File: src/rtl/am824_pkg.sv
package am824_pkg;

  localparam int SAMPLE_W = 16;
  localparam int LABEL_W  = 8;
  localparam int PAD_W    = 8;
  localparam int SUB_W    = 3;
  localparam int FRAMES   = 192;

  localparam int LBL_BLOCK = 5;
  localparam int LBL_FIRST = 4;
  localparam int LBL_PAR   = 3;
  localparam int LBL_CS    = 2;
  localparam logic [LABEL_W-1:0] RAW_LABEL = 8'h40;

  typedef enum logic [1:0] {
    FMT_RAW  = 2'd0,
    FMT_PCM  = 2'd1,
    FMT_COMP = 2'd2,
    FMT_RSV  = 2'd3
  } fmtKind_t;

  typedef struct packed {
    logic emit;
    logic iecMode;
    logic blockStart;
    logic firstSub;
    logic csBit;
  } labelCtl_t;

  function automatic logic [3:0] rateCode(input logic [2:0] rate);
    case (rate)
      3'd0:    rateCode = 4'hC;
      3'd2:    rateCode = 4'h4;
      default: rateCode = 4'h0;
    endcase
  endfunction

endpackage

File: src/rtl/am824_ctrl.sv
module am824_ctrl
  import am824_pkg::*;
#(
  parameter int FRAME_COUNT = FRAMES,
  parameter int SUBW        = SUB_W
) (
  input  logic            clk,
  input  logic            rstN,
  input  logic            sampleValid,
  input  logic [SUBW-1:0] subIdx,
  input  logic [1:0]      fmtSel,
  input  logic [2:0]      rateSel,
  output labelCtl_t       ctl
);
  localparam int FRAME_W = $clog2(FRAME_COUNT);
  localparam logic [FRAME_W-1:0] LAST_FRAME = FRAME_W'(FRAME_COUNT - 1);
  localparam logic [FRAME_W-1:0] F_COMP  = FRAME_W'(1);
  localparam logic [FRAME_W-1:0] F_CS_A  = FRAME_W'(2);
  localparam logic [FRAME_W-1:0] F_CS_B  = FRAME_W'(9);
  localparam logic [FRAME_W-1:0] F_RATE0 = FRAME_W'(24);
  localparam logic [FRAME_W-1:0] F_RATE3 = FRAME_W'(27);

  fmtKind_t            fmtPrev;
  fmtKind_t            fmtNow;
  logic [FRAME_W-1:0]  frameCnt;
  logic [FRAME_W-1:0]  effFrame;
  logic [FRAME_W-1:0]  nextFrame;
  logic                isIec;
  logic                fmtChange;
  logic                legalSub;
  logic                emit;
  logic                advance;
  logic                csBit;
  logic [3:0]          code;
  logic [1:0]          codeIdx;

  assign fmtNow    = fmtKind_t'(fmtSel);
  assign isIec     = (fmtNow == FMT_PCM) || (fmtNow == FMT_COMP);
  assign fmtChange = (fmtNow != fmtPrev);
  assign effFrame  = fmtChange ? '0 : frameCnt;
  assign legalSub  = !isIec || (subIdx < SUBW'(2));
  assign emit      = sampleValid && legalSub;
  assign advance   = emit && isIec && (subIdx == SUBW'(1));
  assign nextFrame = !advance ? effFrame :
                     (effFrame == LAST_FRAME) ? '0 : effFrame + FRAME_W'(1);

  assign code    = rateCode(rateSel);
  assign codeIdx = 2'(F_RATE3 - effFrame);

  always_comb begin
    csBit = 1'b0;
    if (effFrame == F_COMP)
      csBit = (fmtNow == FMT_COMP);
    else if (effFrame == F_CS_A || effFrame == F_CS_B)
      csBit = 1'b1;
    else if (effFrame >= F_RATE0 && effFrame <= F_RATE3)
      csBit = code[codeIdx];
  end

  always_ff @(posedge clk) begin
    if (!rstN) begin
      frameCnt <= '0;
      fmtPrev  <= FMT_RAW;
    end else begin
      frameCnt <= nextFrame;
      fmtPrev  <= fmtNow;
    end
  end

  always_comb begin
    ctl.emit       = emit;
    ctl.iecMode    = isIec;
    ctl.blockStart = isIec && (effFrame == '0) && (subIdx == '0);
    ctl.firstSub   = (subIdx == '0);
    ctl.csBit      = isIec && csBit;
  end

  // counter never leaves the block range
  assert_frame_bound_R1: assert property (@(posedge clk) disable iff (!rstN)
    frameCnt <= LAST_FRAME);

  // wrap after the last frame
  assert_frame_wrap_R1: assert property (@(posedge clk) disable iff (!rstN)
    (advance && effFrame == LAST_FRAME) |=> (frameCnt == '0));

  // a format switch leaves at most one step on the counter
  assert_fmt_clear_R2: assert property (@(posedge clk) disable iff (!rstN)
    fmtChange |=> (frameCnt <= FRAME_W'(1)));

  // a dropped subframe leaves the counter alone
  assert_drop_hold_R10: assert property (@(posedge clk) disable iff (!rstN)
    (sampleValid && isIec && !legalSub && !fmtChange) |=> $stable(frameCnt));

endmodule

File: src/rtl/am824_datapath.sv
module am824_datapath
  import am824_pkg::*;
#(
  parameter int SW = SAMPLE_W,
  parameter int LW = LABEL_W,
  parameter int PW = PAD_W
) (
  input  logic                 clk,
  input  logic                 rstN,
  input  labelCtl_t            ctl,
  input  logic [SW-1:0]        sampleIn,
  output logic [LW+SW+PW-1:0]  quadOut,
  output logic                 quadValid
);
  localparam int QW = LW + SW + PW;

  logic [SW:0]   parChain;
  logic [LW-1:0] iecLabel;
  logic [LW-1:0] label;

  assign parChain[0] = ctl.csBit;
  for (genvar gi = 0; gi < SW; gi++) begin : g_par
    assign parChain[gi+1] = parChain[gi] ^ sampleIn[gi];
  end

  always_comb begin
    iecLabel            = '0;
    iecLabel[LBL_BLOCK] = ctl.blockStart;
    iecLabel[LBL_FIRST] = ctl.firstSub;
    iecLabel[LBL_PAR]   = parChain[SW];
    iecLabel[LBL_CS]    = ctl.csBit;
    label = ctl.iecMode ? iecLabel : RAW_LABEL;
  end

  always_ff @(posedge clk) begin
    if (!rstN) begin
      quadOut   <= '0;
      quadValid <= 1'b0;
    end else begin
      quadValid <= ctl.emit;
      if (ctl.emit)
        quadOut <= {label, sampleIn, {PW{1'b0}}};
    end
  end

  // IEC958 quadlets carry even parity over sample and status bit
  assert_parity_R7: assert property (@(posedge clk) disable iff (!rstN)
    (quadValid && !quadOut[QW-2]) |->
      (((^quadOut[QW-LW-1 -: SW]) ^ quadOut[QW-LW+LBL_CS]) == quadOut[QW-LW+LBL_PAR]));

  // block start only on a first subframe
  assert_block_first_R6: assert property (@(posedge clk) disable iff (!rstN)
    (quadValid && quadOut[QW-LW+LBL_BLOCK]) |-> quadOut[QW-LW+LBL_FIRST]);

  // low pad byte always zero
  assert_pad_zero_R8: assert property (@(posedge clk) disable iff (!rstN)
    quadValid |-> (quadOut[PW-1:0] == '0));

endmodule

File: src/rtl/am824_labeler.sv
module am824_labeler
  import am824_pkg::*;
#(
  parameter int SW   = SAMPLE_W,
  parameter int SUBW = SUB_W,
  parameter int NFRM = FRAMES
) (
  input  logic                         clk,
  input  logic                         rstN,
  input  logic [SW-1:0]                sampleIn,
  input  logic                         sampleValid,
  input  logic [SUBW-1:0]              subIdx,
  input  logic [1:0]                   fmtSel,
  input  logic [2:0]                   rateSel,
  output logic [LABEL_W+SW+PAD_W-1:0]  quadOut,
  output logic                         quadValid
);
  labelCtl_t ctl;

  am824_ctrl #(.FRAME_COUNT(NFRM), .SUBW(SUBW)) ctrl_i (
    .clk(clk), .rstN(rstN), .sampleValid(sampleValid), .subIdx(subIdx),
    .fmtSel(fmtSel), .rateSel(rateSel), .ctl(ctl)
  );

  am824_datapath #(.SW(SW), .LW(LABEL_W), .PW(PAD_W)) dp_i (
    .clk(clk), .rstN(rstN), .ctl(ctl), .sampleIn(sampleIn),
    .quadOut(quadOut), .quadValid(quadValid)
  );

  // out-of-range subframe in IEC958 formats yields no quadlet
  assert_drop_R10: assert property (@(posedge clk) disable iff (!rstN)
    (sampleValid && (fmtSel == 2'd1 || fmtSel == 2'd2) && subIdx > SUBW'(1))
      |=> !quadValid);

  // no sample, no quadlet
  assert_idle_R11: assert property (@(posedge clk) disable iff (!rstN)
    !sampleValid |=> !quadValid);

  // raw format always accepted
  assert_raw_accept_R9: assert property (@(posedge clk) disable iff (!rstN)
    (sampleValid && (fmtSel == 2'd0 || fmtSel == 2'd3)) |=> quadValid);

endmodule

File: config.mk
export PLATFORM = sky130hd
export DESIGN_NAME = am824_labeler
export DESIGN_NICKNAME = d
export VERILOG_FILES = /design/src/rtl/am824_pkg.sv /design/src/rtl/am824_ctrl.sv /design/src/rtl/am824_datapath.sv /design/src/rtl/am824_labeler.sv
export SDC_FILE = /design/constraint.sdc
export NUM_CORES = 1
export LEC_CHECK = 0
export CELL_PAD_IN_SITES_DETAIL_PLACEMENT = 0
export CELL_PAD_IN_SITES_GLOBAL_PLACEMENT = 2
export CORE_MARGIN = 2
export CORE_UTILIZATION = 25
export CTS_CLUSTER_DIAMETER = 120
export DETAILED_ROUTE_END_ITERATION = 16
export HOLD_SLACK_MARGIN = 0.1
export PLACE_DENSITY = 0.89
export RECOVER_POWER = 100
export SETUP_SLACK_MARGIN = 0.5
export SLEW_MARGIN = 20
export SYNTH_ARGS = -nofsm -noshare
export SYNTH_HDL_FRONTEND = slang
export SYNTH_SLANG_ARGS = --single-unit
File: constraint.sdc
create_clock -name clk -period 2.55 [get_ports clk]
set_input_delay 0.51 -clock clk [delete_from_list [all_inputs] [get_ports clk]]
set_output_delay 0.51 -clock clk [all_outputs]
set_load 0.02 [all_outputs]
==> results.sh <==
export IMPL_fillCellCount=729
export IMPL_cts_root_buf="clkbuf_8"
export IMPL_max_freq_mhz=477
export IMPL_tritoncts="built"
export IMPL_h_tree_depth=2
export IMPL_drive_gt1_frac=0.153
export IMPL_dpl_hpwl_um=3240
export IMPL_ios=60
export IMPL_grt_util_met2=0.200
export IMPL_die_w_um=88.0
export IMPL_cap_violations=0
export IMPL_synth_edf_count=0
export IMPL_use_met3=0.0415
export IMPL_fin_area_um2=2580
export IMPL_cts_num_sinks=32
export IMPL_vias=1539
export IMPL_peakVddDrop_mv=0.176
export IMPL_num_rows=30
export IMPL_dr_first_iter_drc_count=53
export IMPL_netlist_area_um2=1770
export IMPL_status="finished clean"
export IMPL_hold_viol_final=0
export IMPL_regArea_um2=643
export IMPL_portBuffers=48
export IMPL_cts_hold_buf=0
export IMPL_end_kind="flip-flop"
export IMPL_synth_top_cell_area_share=0.363
export IMPL_synth_distinct_cells=37
export IMPL_grtUsageTotal=0.118
export IMPL_use_met1=0.142
export IMPL_grt_busiest_layer="met2"
export IMPL_routed_via_density=4.15
export IMPL_grt_pass1_wl_um=7030
export IMPL_antenna_found_initial=0
export IMPL_setup_viol=0
export IMPL_synth_ff_type="dfxtp_1"
export IMPL_drt_first_pass_iters=4
export IMPL_slew_viol_final=0
export IMPL_clk_path_buf_depth=2
export IMPL_required_ps=2730
export IMPL_synth_area_per_cell_um2=8.41
export IMPL_clk_latency_ps=290
export IMPL_hp_class="flip-flop to flip-flop"
export IMPL_die_area_um2=7750
export IMPL_routedWlPerCell_um=11.8
export IMPL_grt_overflow=0
export IMPL_period_share=0.822
export IMPL_yosys_area_share_simple=0.249
export IMPL_worstPathMaxFanout=5
export IMPL_antenna_cells=0
export IMPL_synth_xor_area_frac=0.119
export IMPL_clock_skew_ps=4.50
export IMPL_start_kind="input pin"
export IMPL_cts_buffers=5
export IMPL_multi_input_area_um2=1090
export IMPL_synthAdderAreaFrac=0.0354
export IMPL_yosysTopAreaCell="dfxtp_1"
export IMPL_post_route_min_period_ps=2100
export IMPL_wirelength_um=4380
export IMPL_routabilityCongestion=0.820
export IMPL_die_h_um=88.0
export IMPL_synth_top_family_by_area="simple AND/OR/NAND/NOR gates"
export IMPL_synthTopCellsByCount="nand2_1 (52), dfxtp_1 (32), a21boi_0 (19), xnor2_1 (18), buf_4 (12)"
export IMPL_drc=0
export IMPL_floorplan_initialDensity=0.258
export IMPL_synthesis_instances=210
export IMPL_ys_seq_area_frac=0.363
export IMPL_yosysWarnings=0
export IMPL_critical_path_class="input pin to flip-flop"
export IMPL_ant_nets=0
export IMPL_yosys_top_cells_area="dfxtp_1 (36%), nand2_1 (11%), xnor2_1 (8.9%), a21boi_0 (8.1%), buf_4 (5.1%)"
export IMPL_yosysMostFrequentCell="nand2_1"
export IMPL_fin_nets=306
export IMPL_grt_pass1_vias=1475
export IMPL_flow_area_growth_from_synthesis_pct=46.0
export IMPL_leakagePower_nw=1.00
export IMPL_worst_pin_slew_ps=618
export IMPL_clkTransAtPathRegs_ps=70
export IMPL_synth_compound_area_frac=0.151
export IMPL_placed_area_um2=2430
export IMPL_ys_async_sr_fraction=0
export IMPL_rsz0062_at_grt="false"
export IMPL_power_density_nw_per_um2=512
export IMPL_ys_ff_latch=32
export IMPL_slew_limit_headroom=0.588
export IMPL_rrSetupSlack_ps=630
export IMPL_grt_max_degree=33
export IMPL_total_power_w=0.00132
export IMPL_core_area_um2=6830
export IMPL_synth_mux_area_frac=0
export IMPL_worstPathArrival_ps=2280
registers in the layout, summed over array words and instances (netlist names):
name	cells
ctrl_i.fmtPrev	2
ctrl_i.frameCnt	8
dp_i.quadOut	21
dp_i.quadValid	1
critical path: stages:
cell	delay, ps
clkbuf_1	220
clkbuf_1	240
ha_4	240
nor4b_4	270
and2_4	210
clkbuf_1	200
nand2_1	100
xor2_1	140
and2_1	140
metal layers:
metal / vias up / wire, um
met1: 704 / 1930
met4: 0 / 36
met3: 5 / 255
li1: 790 / -
met2: 40 / 2160
met5: - / 0
power by group:
group | switching (W) | internal [W] | total [W]
combinational | 0.000149 | 0.000143 | 0.000292
sequential | 0.0000117 | 0.000522 | 0.000533
clock | 0.000204 | 0.000289 | 0.000493
total | 0.000365 | 0.000954 | 0.00132
repair_timing:
item | CTS | global route
resized for setup | 10 | 10
gates cloned | 0 | 0
pin swaps | 5 | 8
buffers inserted | 0 | 1
setup endpoints to repair | 27 | 9
logic make-up (layout without fill, tap and decap cells):
family	count (synthesis)	in the layout
xor gates and xnor gates	24	24
buffers and inverters	26	81
other	1	11
AOI/OAI and AO/OA	36	36
DFF	32	32
adders and majority gates	5	5
and+or+nand+nor	86	86
cell usage in the layout, fill, tap and decap left out, drive strengths merged, types with 2 or more instances in the layout:
cell type and n:
dfxtp 32, clkdlybuf4s50 24, nand3b 2, buf 15
a21boi 21, and2 9, nor2 8, inv 7
xor2 6, nand4 2, dlygate4sd3 22, o31ai 2
conb 11, nor3 2, or3 3, o21ai 7
ha 5, xnor2 18, nand3 2, clkbuf 10
nand2 53
area by class of cell:
type | count | share of cell area
Clock buffer | 5 | 0.0267
Clock inverter | 3 | 0.0165
Inverter | 7 | 0.0102
Multi-Input combinational cell | 162 | 0.422
Sequential cell | 32 | 0.250
Tap cell | 96 | 0.0466
Timing Repair Buffer | 66 | 0.229
per-stage QoR:
stage / utilization / hold slack (ps) / instances / setup WS [ps] / TNS [ps]
floorplan: - / 491 / 220 / 507 / 0
CTS: 0.377 / 471 / 370 / 524 / 0
finish: 0.377 / 455 / 371 / 454 / 0
global route: 0.377 / 490 / 371 / 259 / 0
global placement: 0.355 / 449 / 362 / -87.5 / -237
detailed placement: 0.355 / 459 / 362 / -91.7 / -405
final timing paths:
path,from,end,cells past startpoint
worst max-delay path,fmtSel[1],ctrl_i.frameCnt[2]$_SDFF_PN0_,9
worst min-delay path,dp_i.quadOut[27]$_SDFFE_PN0P_,dp_i.quadOut[27]$_SDFFE_PN0P_,2
worst max register to register,ctrl_i.fmtPrev[0]$_SDFF_PN0_,dp_i.quadOut[27]$_SDFFE_PN0P_,10
worst min register to register,dp_i.quadOut[27]$_SDFFE_PN0P_,dp_i.quadOut[27]$_SDFFE_PN0P_,2
Note: power is estimated with default switching activity, not from simulation.
